$ cat config.mk
export PLATFORM = sky130hd
export DESIGN_NAME = region_xlate
export DESIGN_NICKNAME = d
export VERILOG_FILES = /design/src/rtl/xlt_pkg.sv /design/src/rtl/xlt_regs.sv /design/src/rtl/xlt_tlb.sv /design/src/rtl/region_xlate.sv
export SDC_FILE = /design/constraint.sdc
export NUM_CORES = 1
export LEC_CHECK = 0
export ABC_AREA = 1
export BUFFER_PORTS_ARGS = -buffer_cell sky130_fd_sc_hd__buf_2
export CORE_MARGIN = 1.5
export CORE_UTILIZATION = 32
export CTS_CLUSTER_DIAMETER = 60
export CTS_CLUSTER_SIZE = 28
export DETAILED_ROUTE_END_ITERATION = 10
export MAX_ROUTING_LAYER = met4
export PLACE_DENSITY = 0.49
export SYNTH_ARGS = -nofsm -noshare
export SYNTH_HDL_FRONTEND = slang
export SYNTH_HIERARCHICAL = 1
export SYNTH_SLANG_ARGS = --single-unit
$ cat constraint.sdc
create_clock -name clk -period 5.1 [get_ports clk]
set_input_delay 1.02 -clock clk [delete_from_list [all_inputs] [get_ports clk]]
set_output_delay 1.02 -clock clk [all_outputs]
set_load 0.05 [all_outputs]
$ cat src/rtl/xlt_pkg.sv
package xlt_pkg;
    localparam int VA_W    = 32;
    localparam int OFF_W   = 9;
    localparam int VPN_W   = 21;
    localparam int PFN_W   = 21;
    localparam int VLD_BIT = 31;

    typedef enum logic [1:0] {
        RG_P0  = 2'd0,
        RG_P1  = 2'd1,
        RG_SYS = 2'd2,
        RG_RSV = 2'd3
    } region_e;

    typedef enum logic [2:0] {
        FLT_NONE   = 3'd0,
        FLT_LEN    = 3'd1,
        FLT_PAGE   = 3'd2,
        FLT_ACCESS = 3'd3,
        FLT_PROT   = 3'd4
    } fault_e;

    typedef struct packed {
        logic             valid;
        region_e          region;
        logic [VPN_W-1:0] vpn;
        logic [PFN_W-1:0] pfn;
    } tlb_entry_t;

    function automatic region_e va_region(input logic [VA_W-1:0] va);
        return region_e'(va[VA_W-1 -: 2]);
    endfunction

    function automatic logic [VPN_W-1:0] va_vpn(input logic [VA_W-1:0] va);
        return va[OFF_W +: VPN_W];
    endfunction

    function automatic logic [VA_W-1:0] entry_addr(input logic [VA_W-1:0] base,
                                                   input logic [VPN_W-1:0] vpn);
        return base + {{(VA_W-VPN_W-2){1'b0}}, vpn, 2'b00};
    endfunction

    function automatic logic [VA_W-1:0] phys_of(input logic [PFN_W-1:0] pfn,
                                                input logic [OFF_W-1:0] off);
        return {{(VA_W-PFN_W-OFF_W){1'b0}}, pfn, off};
    endfunction
endpackage

$ cat src/rtl/xlt_regs.sv
module xlt_regs
    import xlt_pkg::*;
(
    input  logic            clk,
    input  logic            rst,
    input  logic            we,
    input  logic [2:0]      sel,
    input  logic [VA_W-1:0] wdata,
    input  region_e         rd_region,
    output logic [VA_W-1:0] rd_base,
    output logic [VA_W-1:0] rd_len,
    output logic [VA_W-1:0] sys_base,
    output logic [VA_W-1:0] sys_len
);
    localparam int NREG = 3;

    logic [VA_W-1:0] base_r [NREG];
    logic [VA_W-1:0] len_r  [NREG];

    always_ff @(posedge clk) begin
        if (rst) begin
            for (int i = 0; i < NREG; i++) begin
                base_r[i] <= '0;
                len_r[i]  <= '0;
            end
        end else if (we && sel[2:1] != 2'd3) begin
            if (sel[0]) len_r[sel[2:1]]  <= wdata;
            else        base_r[sel[2:1]] <= wdata;
        end
    end

    always_comb begin
        rd_base = '0;
        rd_len  = '0;
        if (rd_region != RG_RSV) begin
            rd_base = base_r[rd_region];
            rd_len  = len_r[rd_region];
        end
    end

    assign sys_base = base_r[RG_SYS];
    assign sys_len  = len_r[RG_SYS];
endmodule

$ cat src/rtl/xlt_tlb.sv
module xlt_tlb
    import xlt_pkg::*;
#(
    parameter int ENTRIES = 8
) (
    input  logic             clk,
    input  logic             rst,
    input  region_e          lk_region,
    input  logic [VPN_W-1:0] lk_vpn,
    output logic             lk_hit,
    output logic [PFN_W-1:0] lk_pfn,
    input  logic             fill_en,
    input  region_e          fill_region,
    input  logic [VPN_W-1:0] fill_vpn,
    input  logic [PFN_W-1:0] fill_pfn,
    input  logic             flush
);
    localparam int IW = (ENTRIES > 1) ? $clog2(ENTRIES) : 1;

    tlb_entry_t      ent [ENTRIES];
    logic [IW-1:0]   victim;
    logic [ENTRIES-1:0] match;

    for (genvar g = 0; g < ENTRIES; g++) begin : g_cmp
        assign match[g] = ent[g].valid && ent[g].region == lk_region && ent[g].vpn == lk_vpn;
    end

    always_comb begin
        lk_pfn = '0;
        for (int i = 0; i < ENTRIES; i++)
            if (match[i]) lk_pfn = lk_pfn | ent[i].pfn;
    end
    assign lk_hit = |match;

    always_ff @(posedge clk) begin
        if (rst) begin
            victim <= '0;
            for (int i = 0; i < ENTRIES; i++) ent[i] <= '0;
        end else begin
            if (flush) begin
                for (int i = 0; i < ENTRIES; i++)
                    if (ent[i].region != RG_SYS) ent[i].valid <= 1'b0;
            end
            if (fill_en) begin
                ent[victim] <= '{valid: 1'b1, region: fill_region, vpn: fill_vpn, pfn: fill_pfn};
                victim      <= (victim == IW'(ENTRIES-1)) ? '0 : victim + 1'b1;
            end
        end
    end
endmodule

$ cat src/rtl/region_xlate.sv
module region_xlate
    import xlt_pkg::*;
#(
    parameter int TLB_ENTRIES = 8
) (
    input  logic        clk,
    input  logic        rst,
    input  logic        req_valid,
    output logic        req_ready,
    input  logic [31:0] req_vaddr,
    input  logic        req_untrans,
    input  logic        req_priv,
    output logic        rsp_valid,
    output logic [31:0] rsp_addr,
    output logic [2:0]  rsp_fault,
    input  logic        cfg_we,
    input  logic [2:0]  cfg_sel,
    input  logic [31:0] cfg_wdata,
    input  logic        tlb_flush,
    output logic        mem_req_valid,
    input  logic        mem_req_ready,
    output logic [31:0] mem_req_addr,
    input  logic        mem_rsp_valid,
    input  logic [31:0] mem_rsp_data
);
    typedef enum logic [2:0] {
        ST_IDLE, ST_CHECK, ST_SREQ, ST_SWAIT, ST_LREQ, ST_LWAIT
    } state_e;

    state_e            state;
    logic [VA_W-1:0]   va_q, ptva_q, walk_q;
    logic              ut_q, pv_q;
    logic              rsp_valid_q;
    logic [VA_W-1:0]   rsp_addr_q;
    fault_e            rsp_fault_q;

    region_e           rg;
    logic [VPN_W-1:0]  vpn, svpn;
    logic [VA_W-1:0]   rg_base, rg_len, sys_base, sys_len, ptva;
    logic              tlb_hit;
    logic [PFN_W-1:0]  tlb_pfn, pte_pfn;
    logic              pte_ok, fill_en;
    logic              unused_pte_bits;

    assign rg      = va_region(va_q);
    assign vpn     = va_vpn(va_q);
    assign ptva    = entry_addr(rg_base, vpn);
    assign svpn    = va_vpn(ptva);
    assign pte_ok  = mem_rsp_data[VLD_BIT];
    assign pte_pfn = mem_rsp_data[PFN_W-1:0];
    assign unused_pte_bits = ^mem_rsp_data[VLD_BIT-1:PFN_W];
    assign fill_en = (state == ST_LWAIT) && mem_rsp_valid && pte_ok;

    xlt_regs u_regs (
        .clk(clk), .rst(rst), .we(cfg_we), .sel(cfg_sel), .wdata(cfg_wdata),
        .rd_region(rg), .rd_base(rg_base), .rd_len(rg_len),
        .sys_base(sys_base), .sys_len(sys_len)
    );

    xlt_tlb #(.ENTRIES(TLB_ENTRIES)) u_tlb (
        .clk(clk), .rst(rst),
        .lk_region(rg), .lk_vpn(vpn), .lk_hit(tlb_hit), .lk_pfn(tlb_pfn),
        .fill_en(fill_en), .fill_region(rg), .fill_vpn(vpn), .fill_pfn(pte_pfn),
        .flush(tlb_flush)
    );

    always_ff @(posedge clk) begin
        if (rst) begin
            state       <= ST_IDLE;
            va_q        <= '0;
            ptva_q      <= '0;
            walk_q      <= '0;
            ut_q        <= 1'b0;
            pv_q        <= 1'b0;
            rsp_valid_q <= 1'b0;
            rsp_addr_q  <= '0;
            rsp_fault_q <= FLT_NONE;
        end else begin
            rsp_valid_q <= 1'b0;
            case (state)
                ST_IDLE: if (req_valid) begin
                    va_q  <= req_vaddr;
                    ut_q  <= req_untrans;
                    pv_q  <= req_priv;
                    state <= ST_CHECK;
                end
                ST_CHECK: begin
                    state       <= ST_IDLE;
                    rsp_valid_q <= 1'b1;
                    rsp_addr_q  <= va_q;
                    rsp_fault_q <= FLT_NONE;
                    if (ut_q) begin
                        if (!pv_q) rsp_fault_q <= FLT_PROT;
                    end else if (rg == RG_RSV) begin
                        rsp_fault_q <= FLT_ACCESS;
                    end else if ({{(VA_W-VPN_W){1'b0}}, vpn} >= rg_len) begin
                        rsp_fault_q <= FLT_LEN;
                    end else if (tlb_hit) begin
                        rsp_addr_q  <= phys_of(tlb_pfn, va_q[OFF_W-1:0]);
                    end else if (rg == RG_SYS) begin
                        rsp_valid_q <= 1'b0;
                        walk_q      <= entry_addr(sys_base, vpn);
                        state       <= ST_LREQ;
                    end else if (va_region(ptva) != RG_SYS) begin
                        rsp_fault_q <= FLT_ACCESS;
                        rsp_addr_q  <= ptva;
                    end else if ({{(VA_W-VPN_W){1'b0}}, svpn} >= sys_len) begin
                        rsp_fault_q <= FLT_LEN;
                        rsp_addr_q  <= ptva;
                    end else begin
                        rsp_valid_q <= 1'b0;
                        ptva_q      <= ptva;
                        walk_q      <= entry_addr(sys_base, svpn);
                        state       <= ST_SREQ;
                    end
                end
                ST_SREQ: if (mem_req_ready) state <= ST_SWAIT;
                ST_SWAIT: if (mem_rsp_valid) begin
                    if (!pte_ok) begin
                        rsp_valid_q <= 1'b1;
                        rsp_fault_q <= FLT_PAGE;
                        rsp_addr_q  <= ptva_q;
                        state       <= ST_IDLE;
                    end else begin
                        walk_q <= phys_of(pte_pfn, ptva_q[OFF_W-1:0]);
                        state  <= ST_LREQ;
                    end
                end
                ST_LREQ: if (mem_req_ready) state <= ST_LWAIT;
                ST_LWAIT: if (mem_rsp_valid) begin
                    rsp_valid_q <= 1'b1;
                    state       <= ST_IDLE;
                    if (!pte_ok) begin
                        rsp_fault_q <= FLT_PAGE;
                        rsp_addr_q  <= va_q;
                    end else begin
                        rsp_fault_q <= FLT_NONE;
                        rsp_addr_q  <= phys_of(pte_pfn, va_q[OFF_W-1:0]);
                    end
                end
                default: state <= ST_IDLE;
            endcase
        end
    end

    assign req_ready     = (state == ST_IDLE);
    assign mem_req_valid = (state == ST_SREQ) || (state == ST_LREQ);
    assign mem_req_addr  = walk_q;
    assign rsp_valid     = rsp_valid_q;
    assign rsp_addr      = rsp_addr_q;
    assign rsp_fault     = rsp_fault_q;
endmodule

* Word-level counts from Yosys, hierarchy flattened
Memory sizes are Yosys's and may differ from the RTL's. A register that Yosys moved wholly into a read port is not among the register bits. Cells that the tools add are included.
Storage, ports and cells: flip-flop bits (word level) 140, bits in writable memories 552, bits of input ports 108, output and inout bits 70, word-level logic and storage cells 254, memories kept 3
Memories:
- u_tlb.ent | words 8, bits a word 45, rd ports 8, clocked after memory_dff 0, write ports 9, line xlt_tlb.sv:20 | tlb_entry_t ent [ENTRIES];
- u_regs.base_r | words 3, bits a word 32, rd ports 2, clocked after memory_dff 1, write ports 3, line xlt_regs.sv:17 | logic [VA_W-1:0] base_r [NREG];
- u_regs.len_r | words 3, bits a word 32, rd ports 2, clocked after memory_dff 1, write ports 3, line xlt_regs.sv:18 | logic [VA_W-1:0] len_r [NREG];
Operators by class: add/subtract/negate cells 4, order comparisons 2, eq/ne operators 48, multiplexer cells 134, bitwise operators 22, reduce and logical (&&, ||, !) cells 31
Operators with widths (count):
- 32-bit 2-to-1 mux | 24
- 21-bit == test | 8
- 21-bit 2-to-1 mux | 8
- 21-bit OR | 7
- 32-bit by 23-bit adder with 32-bit output | 3
- 32-bit one-hot mux with 3 select lines | 1
- 1-bit 2-to-1 mux | 66
- 21-bit by 32-bit >= comparator with 1-bit output | 2
- 32-bit one-hot mux with 2 select lines | 1
- 32-bit OR reduction | 2
- 3-bit 2-to-1 mux | 17
- 2-bit inequality test, second input constant | 22
- 2-bit 2-to-1 mux | 14
- 1-bit logical AND | 19
- 3-bit one-hot mux with 6 select lines | 1
- 2-bit == test | 8
- 3-bit == test, second input constant | 3
- 3-bit one-hot mux with 3 select lines | 1
- 9-bit AND reduction | 1
- 1-bit OR | 8
- 8-bit AND reduction | 1
- 8-bit OR reduction | 1
- 1-bit inverter | 7
- 3-bit by 2-bit == test with 1-bit output, second input constant | 2
- 12 further kinds | 14

* Longest topological paths before layout
Gate-level depths: netlist of run 1. An unclocked memory read counts as a cell.
depth after elaboration 24, depth in mapped cells 37, depth with buffers taken out 34

* Cells and area by module
The synthesis of run 1 kept the hierarchy.
Modules (own cells, without submodules):
- xlt_tlb | times used 1, cells each 1987, area an instance 18006.0 µm², sequential area each 10790.3 µm²
- region_xlate | times used 1, cells each 1947, area an instance 11860.1 µm², sequential area each 2742.6 µm²
- xlt_regs | times used 1, cells each 993, area an instance 9882.0 µm², sequential area each 6666.4 µm²

* Worst setup path after synthesis of run 1
OpenSTA, ideal clock, no wires.
path kind register to register, start point reg va_q[30], end point reg walk_q[23], in the netlist mem_req_addr[23], setup time 0.130 ns, arrival 4.250 ns, required time 4.970 ns, slack 0.720 ns, cell stages (with the launch flop) 32, buffers on the path 2, period minus slack after synthesis 4.380 ns, cells stage by stage dfxtp_1 > inv_2 > buf_2 > buf_2 > nand3_1 > o21ai_0 > ha_1 > fa_1 > nand3_1 > nand2_1 > nand2_1 > nand2_1 > nand2_1 > nand2_1 > nand2_1 > nand2_1 > xor2_1 > nor2_1 > o21bai_1 > ha_1 > nand2_1 > inv_1 > a21oi_1 > nand2_1 > nand2_1 > nand3_1 > a21o_1 > or2_2 > nand3_1 > o21ai_0 > nand3_1 > a21oi_1
On the way: word-level cells in the longest chain between the ends 12, elaborated cells on any way between the ends 49, those cells by class add/sub (2); order compare (2); eq/ne (17); mux (10); reduce/logical (18)
Ends and longest elaborated chain:
- from (decl) | line region_xlate.sv:31 | logic [VA_W-1:0] va_q, ptva_q, walk_q;
- from (signal assigned) | line region_xlate.sv:82 | va_q <= req_vaddr;
- 2-bit inequality test * | line xlt_regs.sv:35 | if (rd_region != RG_RSV) begin
- 32-bit 2-to-1 mux * | line xlt_regs.sv:35
- named net rg_base[2] | line region_xlate.sv:39 | logic [VA_W-1:0] rg_base, rg_len, sys_base, sys_len, ptva;
- 32-bit by 23-bit adder with 32-bit output * | line xlt_pkg.sv:40 | return base + {{(VA_W-VPN_W-2){1'b0}}, vpn, 2'b00};
- 32-bit by 23-bit adder with 32-bit output | line xlt_pkg.sv:40
- 32-bit 2-to-1 mux | line region_xlate.sv:107 | end else if ({{(VA_W-VPN_W){1'b0}}, svpn} >= sys_len) begin
- 32-bit 2-to-1 mux | line region_xlate.sv:104 | end else if (va_region(ptva) != RG_SYS) begin
- 32-bit 2-to-1 mux | line region_xlate.sv:100 | end else if (rg == RG_SYS) begin
- 32-bit 2-to-1 mux | line region_xlate.sv:98 | end else if (tlb_hit) begin
- 32-bit 2-to-1 mux | line region_xlate.sv:96 | end else if ({{(VA_W-VPN_W){1'b0}}, vpn} >= rg_len) begin
- 32-bit 2-to-1 mux | line region_xlate.sv:94 | end else if (rg == RG_RSV) begin
- 32-bit 2-to-1 mux | line region_xlate.sv:92 | if (ut_q) begin
- 32-bit one-hot mux with 2 select lines | line region_xlate.sv:80 | case (state)
- to (signal assigned) | line region_xlate.sv:102 | walk_q <= entry_addr(sys_base, vpn);
- to (signal assigned) | line region_xlate.sv:113 | walk_q <= entry_addr(sys_base, svpn);
- to (signal assigned) | line region_xlate.sv:125 | walk_q <= phys_of(pte_pfn, ptva_q[OFF_W-1:0]);
- to (decl) | line region_xlate.sv:31
Mark *: on every way through the listed nets, which the timed path passes. The rest lies on a longest branch. The select of a mux whose other input is x is not followed. A chain may end at the register's enable or synchronous reset.

* Worst setup path in the final report of run 1
start point reg va_q[30], end point reg rsp_addr_q[29], in the netlist rsp_addr[29]
On the way: elaborated cells on any way between the ends 57, those cells by class add/sub (1); order compare (2); eq/ne (12); mux (18); bitwise (7); reduce/logical (17)
RTL lines:
- 2-bit inequality test | line xlt_regs.sv:35
- 32-bit 2-to-1 mux | line xlt_regs.sv:35
- named net rg_base[4] | line region_xlate.sv:39
- 32-bit by 23-bit adder with 32-bit output | line xlt_pkg.sv:40
- named net ptva[19] | line region_xlate.sv:39
- 21-bit by 32-bit >= comparator with 1-bit output | line region_xlate.sv:107
- 32-bit 2-to-1 mux | line region_xlate.sv:107
- 32-bit 2-to-1 mux | line region_xlate.sv:104
- 32-bit 2-to-1 mux | line region_xlate.sv:100
- 32-bit 2-to-1 mux | line region_xlate.sv:98
- 32-bit 2-to-1 mux | line region_xlate.sv:96
- 32-bit 2-to-1 mux | line region_xlate.sv:94
- 32-bit 2-to-1 mux | line region_xlate.sv:92
- 32-bit one-hot mux with 3 select lines | line region_xlate.sv:80
- to (signal assigned) | line region_xlate.sv:90 | rsp_addr_q <= va_q;
- to (signal assigned) | line region_xlate.sv:99 | rsp_addr_q <= phys_of(tlb_pfn, va_q[OFF_W-1:0]);
- to (signal assigned) | line region_xlate.sv:106 | rsp_addr_q <= ptva;
- to (decl) | line region_xlate.sv:34 | logic [VA_W-1:0] rsp_addr_q;
The timed path passes the listed nets, and every way through them passes these cells.

==> results of run 1 <==
-- state kept, by name (all words and copies together) (netlist names) --
register and cells:
pv_q 1, u_tlb/victim 3, va_q 32, rsp_fault 3, state 3, ptva_q 32, ut_q 1, u_regs/base_r 110
rsp_valid 1, u_regs/len_r 112, rsp_addr 32, mem_req_addr 32, u_tlb/ent 360
-- worst paths after layout --
check             slack (ns)                         to  cells past startpoint
setup / recovery        0.15  rsp_addr[29]$_SDFFE_PP0P_                     34
hold / removal          0.44    ptva_q[30]$_SDFFE_PP0P_                      2
setup reg to reg        0.15  rsp_addr[29]$_SDFFE_PP0P_                     34
hold reg to reg         0.44    ptva_q[30]$_SDFFE_PP0P_                      2
-- area by class of cell --
class | count | area share
Sequential cell | 722 | 0.4203
Inverter | 584 | 0.04609
Antenna cell | 3 | 0.0001561
Multi-Input combinational cell | 3407 | 0.3487
Tap cell | 1637 | 0.04260
Timing Repair Buffer | 543 | 0.08317
Clock buffer | 86 | 0.04299
Clock inverter | 65 | 0.01608
-- per-layer routing --
metal	up-vias	track usage	wire length (um)
met3	235	0.02723	10210
met5	-	-	0
met2	1335	0.3976	73270
met1	17280	0.3301	68100
li1	17040	-	-
met4	0	0.08342	5652
-- critical path, delay by kind of cell, from the launching register on --
| family | cells | cell delay [ns] |
|---|---|---|
| XOR/XNOR | 1 | 0.19 |
| flip-flops | 1 | 0.46 |
| buffers and inverters | 7 | 1.14 |
| adder cells (fa/ha/maj) | 2 | 0.55 |
| AO/OA/AOI/OAI | 2 | 0.27 |
| AND/OR/NAND/NOR | 22 | 2.23 |
-- stage by stage --
step	TNS [ns]	power [mW]	instances	instance area, um^2
2_1_floorplan	0	10.49	4956	39860
3_3_place_gp	-1.322	13.39	6869	44360
3_5_place_dp	-3.369	13.40	6869	44360
4_1_cts	0	19.66	7020	47200
5_1_grt	-0.5416	20.89	7047	48080
6_report	0	20.00	7047	48080
-- report_power, final --
group | total (mW) | leakage [nW] | switching, mW | internal, mW
clock | 6.26 | 1.37 | 2.96 | 3.29
sequential | 6.96 | 6.98 | 0.235 | 6.72
combinational | 6.79 | 13.0 | 4.29 | 2.50
-- repair_timing --
| item | 4_1_cts | 5_1_grt |
|---|---|---|
| gates resized for setup | 2 | 145 |
| endpoints found under the hold margin | 0 | 0 |
| endpoints found under the setup margin | 34 | 98 |
| buffers inserted | 0 | 18 |
| gates cloned | 0 | 6 |
| pin swaps | 0 | 27 |
-- kinds of logic after synthesis --
group                    count (synthesis)  share of synthesized area
AND/OR/NAND/NOR                       2599                     0.2779
buffers and inverters                  828                    0.08918
flip-flops                             722                     0.5082
AO/OA/AOI/OAI                          642                    0.08622
adder cells (fa/ha/maj)                 88                    0.02808
XOR/XNOR                                47                    0.01036
other                                    1                 0.00009434
-- cell usage in the layout (no fill, tap or decap), drive strengths merged, types with 14 or more instances in the layout --
cell type and n:
nand4 216, dfxtp 148, inv 608, buf 538, a221oi 25, conb 30, xor2 32, nand3 230
clkbuf 91, clkinv 32, nand2 1138, ha 86, edfxtp 574, a21oi 206, or2 29, o21bai 21
o21ai 366, xnor2 15, nor2 947, nor3 14
==> metrics, run 1 <==
status=finished clean; Layout area overhead=20.97%; skew final=0.02722 ns; largest net degree at the start of global routing=51; crit path max fanout=13; post-layout worst setup margin=0.1509 ns; CTS H-tree depth=3; clk_lat worst skew=0.69 ns; row cnt=129; CP Launch Point=va_q[30]$_SDFFE_PP0P_; ys flop type=edfxtp_1; ranking of synthesized cells by area=edfxtp_1, nand2_1, nor2_1, dfxtp_1, inv_1; gr ovfl total=0; DR iter-0 viols=roughly 3800; CTS Hold Bufs=0; Storage cell area=between 0.02 and 0.025 mm^2; total I/O pin count=between 150 and 200; Post-DRT Antenna Nets=0; detailed-route via count=35890; CP startpoint kind=flop; TritonCTS Buffers=81; residual DRC count=0; top post-synthesis cells by count=nand2_1, nor2_1, edfxtp_1; Max-Cap Viols=0; sequential share of the synthesized area=0.5082; max incr delay on CP=0.46 ns; number of flops mapped to enable cells by yosys=around 570; Mapped Cells=4927; initial core utilization=0.3219; Max Freq=about 200 MHz; Synth async-reset ratio=0; post-layout util=0.3894; leak pwr=21.36 nW; clk buf depth=3; dpl ws=-0.1370 ns; DR pass1 iterations=5; GR Util All Layers=0.2495; Avg Inst Size Synth=8.067 um^2; Arr. time, crit path=5.56 ns; drt via density=5.093; Tightest Pin Transition=1.027 ns; Max Transition Viols Final=0; most common cell in the netlist=nand2_1; initial antenna violation count=8; Tcrit/Tclk final=0.9704; most used cell, CP=nand2_1; clock slew at reported path FFs=roughly 0.070 ns; post-detail-place hpwl=~110 mm; mapped cell area=0.03975 mm^2; share of cells above drive strength 1=0.1761; root buf cell=clkbuf_16; CTS tree=built; final WL=157.2 mm; Unique masters post-synth=58; maximum VDD drop=292.7 uV; Min Hold Slack=0.4443 ns; RePlAce Congestion=about 0.95; Power Density=approximately 420 mW/mm^2; drt wl/cell=~22 um; Synth top area share=0.4336; FF-to-FF Start=va_q[30]$_SDFFE_PP0P_; Die X=355.4 um; Total Nets Final=5535; Setup Viol. Count Final=0; crit path capture type=flop; fillcell total=about 13000; slew margin rel.=0.3132; WP data required=5.71 ns; WS Path Type=reg2reg; CP max stage cell=dfxtp_4; die height=355.4 um; CORE AREA=0.1235 mm^2; first-pass GRT wire length=225.5 mm; worst hold path startpoint=ptva_q[30]$_SDFFE_PP0P_; hold violation count in the final report=0; Syn. warnings=6; vias in the first global route=33280; multi-input logic area=0.01676 mm^2; synthesis-stage register bit count=between 700 and 800; Port Buffers=167; die area=~0.13 mm^2; Period minus WS final=just under 5 ns; Sink Count=722; Hold WC Path Type=reg2reg; leading area contributor after synthesis=edfxtp_1
(Power assumes the default switching activity.)
==> run 2, diff against run 1 <==
Settings changed: CTS_BUF_LIST set to sky130_fd_sc_hd__clkbuf_8.
==> metrics, run 2 (same netlist as run 1, synthesis figures left out) <==
status=finished clean (unchanged); clock slew at reported path FFs=0.10 ns (was 0.07 ns); WS Path Type=reg2reg (unchanged); biggest regs=u_tlb/ent: 360 flops, u_regs/len_r: 112 flops, u_regs/base_r: 110 flops (unchanged); maximum VDD drop=262.4 uV (was 292.7 uV); Hold WC Path Type=in2reg (was reg2reg); max incr delay on CP=0.40 ns (was 0.46 ns); Max Transition Viols Final=0 (unchanged); setup_tns=0 ns (unchanged); slew margin rel.=0.3194 (was 0.3132); Max-Cap Viols=0 (unchanged); gr ovfl total=0 (unchanged); max reg flops=360 (unchanged); row cnt=129 (unchanged); Port Buffers=167 (unchanged); Top delay family on crit path=simple AND/OR/NAND/NOR gates (unchanged); post-detail-place hpwl=110.2 mm (unchanged); RePlAce Congestion=0.9480 (unchanged); Tightest Pin Transition=1.017 ns (was 1.027 ns); TritonCTS Buffers=81 (unchanged); CTS H-tree depth=3 (unchanged); skew final=0.05117 ns (was 0.02722 ns); Tcrit/Tclk final=0.9761 (was 0.9704); drt via density=5.084 (was 5.093); DR iter-0 viols=3546 (was 3760); residual DRC count=0 (unchanged); CP bufs+invs=10 (was 7); Total Nets Final=5544 (was 5535); CP startpoint kind=flop (unchanged); Setup Viol. Count Final=0 (unchanged); largest net degree at the start of global routing=51 (unchanged); die height=355.4 um (unchanged); clk_lat worst skew=0.79 ns (was 0.69 ns); clk buf depth=3 (unchanged); GR Util All Layers=0.2494 (was 0.2495); leak pwr=20.99 nW (was 21.36 nW); crit path capture type=flop (unchanged); initial antenna violation count=9 (was 8); die area=0.1263 mm^2 (unchanged); hold violation count in the final report=0 (unchanged); commonest cells after routing, fill and taps aside=nand2_1, nor2_1, edfxtp_1 (unchanged); Power Density=390.3 mW/mm^2 (was 416.0 mW/mm^2); drt wl/cell=22.29 um (was 22.31 um); final WL=157.3 mm (was 157.2 mm); share of cells above drive strength 1=0.1811 (was 0.1761); Post-DRT Antenna Nets=0 (unchanged); commonest non-fill, non-tap cell in the layout=nand2_1 (unchanged); first-pass GRT wire length=225.3 mm (was 225.5 mm); Reg with most FFs=u_tlb/ent (unchanged); Sink Count=722 (unchanged); CTS tree=built (unchanged); Max Freq=200.9 MHz (was 202.1 MHz); Die X=355.4 um (unchanged); CP max stage cell=dfxtp_4 (unchanged); most used cell, CP=nand2_2 (was nand2_1); root buf cell=clkbuf_8 (was clkbuf_16); post-layout util=0.3824 (was 0.3894); CTS Hold Bufs=0 (unchanged); DR pass1 iterations=6 (was 5); Arr. time, crit path=5.57 ns (was 5.56 ns); Period minus WS final=4.978 ns (was 4.949 ns); total I/O pin count=178 (unchanged); initial core utilization=0.3219 (unchanged); detailed-route via count=35870 (was 35890); WP data required=5.70 ns (was 5.71 ns); crit path max fanout=9 (was 13); vias in the first global route=33180 (was 33280); CORE AREA=0.1235 mm^2 (unchanged); Layout area overhead=18.79% (was 20.97%)
-- run 2: cell count changes in the layout (fill, tap and decap cells not counted), moves of 5 or more --
cell,change
nand2_2,+6
nor2_1,-7
o21ai_1,+5
nor2_2,+8
buf_6,+6
clkbuf_16,-82
clkbuf_8,+81
nand2_1,-5
-- run 2: routing by layer --
metal / part of all wire / GRT usage / vias to the layer above
li1: - / - / 17020
met1: 0.44 / 0.3312 / 17250
met2: 0.46 / 0.3944 / 1354
met3: 0.065 / 0.02687 / 250
met4: 0.040 / 0.08752 / 0
met5: 0 / - / -
-- run 2: where the power goes --
group          switching (mW)  internal, mW
clock                    2.73          1.90
sequential              0.238          6.72
combinational            4.30          2.54
-- run 2: through the flow --
step	instances	hold slack [ns]	power (mW)	setup slack (ns)	cell area, um^2
final	7056	0.4105	18.43	0.1220	47220
after global routing	7056	0.3712	19.30	-0.06547	47220
after CTS	7020	0.3464	18.03	0.000008882	46250
after detailed placement	6869	0.4301	13.40	-0.1370	44360
after global placement	6869	0.4286	13.39	-0.05742	44360
after floorplan	4956	0.4186	10.49	0.7199	39860
-- run 2: worst paths after layout --
check	start	end	slack, ns	depth (start not counted)
hold / removal	cfg_wdata[29]	u_regs/len_r[3][29]$_DFFE_PP_	0.41	1
setup / recovery	va_q[31]$_SDFFE_PP0P_	mem_req_addr[30]$_SDFFE_PP0P_	0.12	33
hold reg to reg	ptva_q[30]$_SDFFE_PP0P_	ptva_q[30]$_SDFFE_PP0P_	0.45	2
setup reg to reg	va_q[31]$_SDFFE_PP0P_	mem_req_addr[30]$_SDFFE_PP0P_	0.12	33
-- run 2: timing repair --
action,in CTS,in global routing
cloned,0,6
pin swaps,2,43
endpoints found under the setup margin,35,98
resized for setup,3,169
setup buffers,0,27
-- run 2: cell type report --
| class | count | area [um^2] |
|---|---|---|
| diodes | 3 | 7.507 |
| clock buffers | 81 | 1115 |
| clock inverters | 70 | 763.2 |
| fillers | 12830 | 76260 |
| inverters | 584 | 2218 |
| multi-input cells | 3407 | 16770 |
| flip-flops and latches | 722 | 20210 |
| well taps | 1637 | 2048 |
| repair buffers | 552 | 4089 |
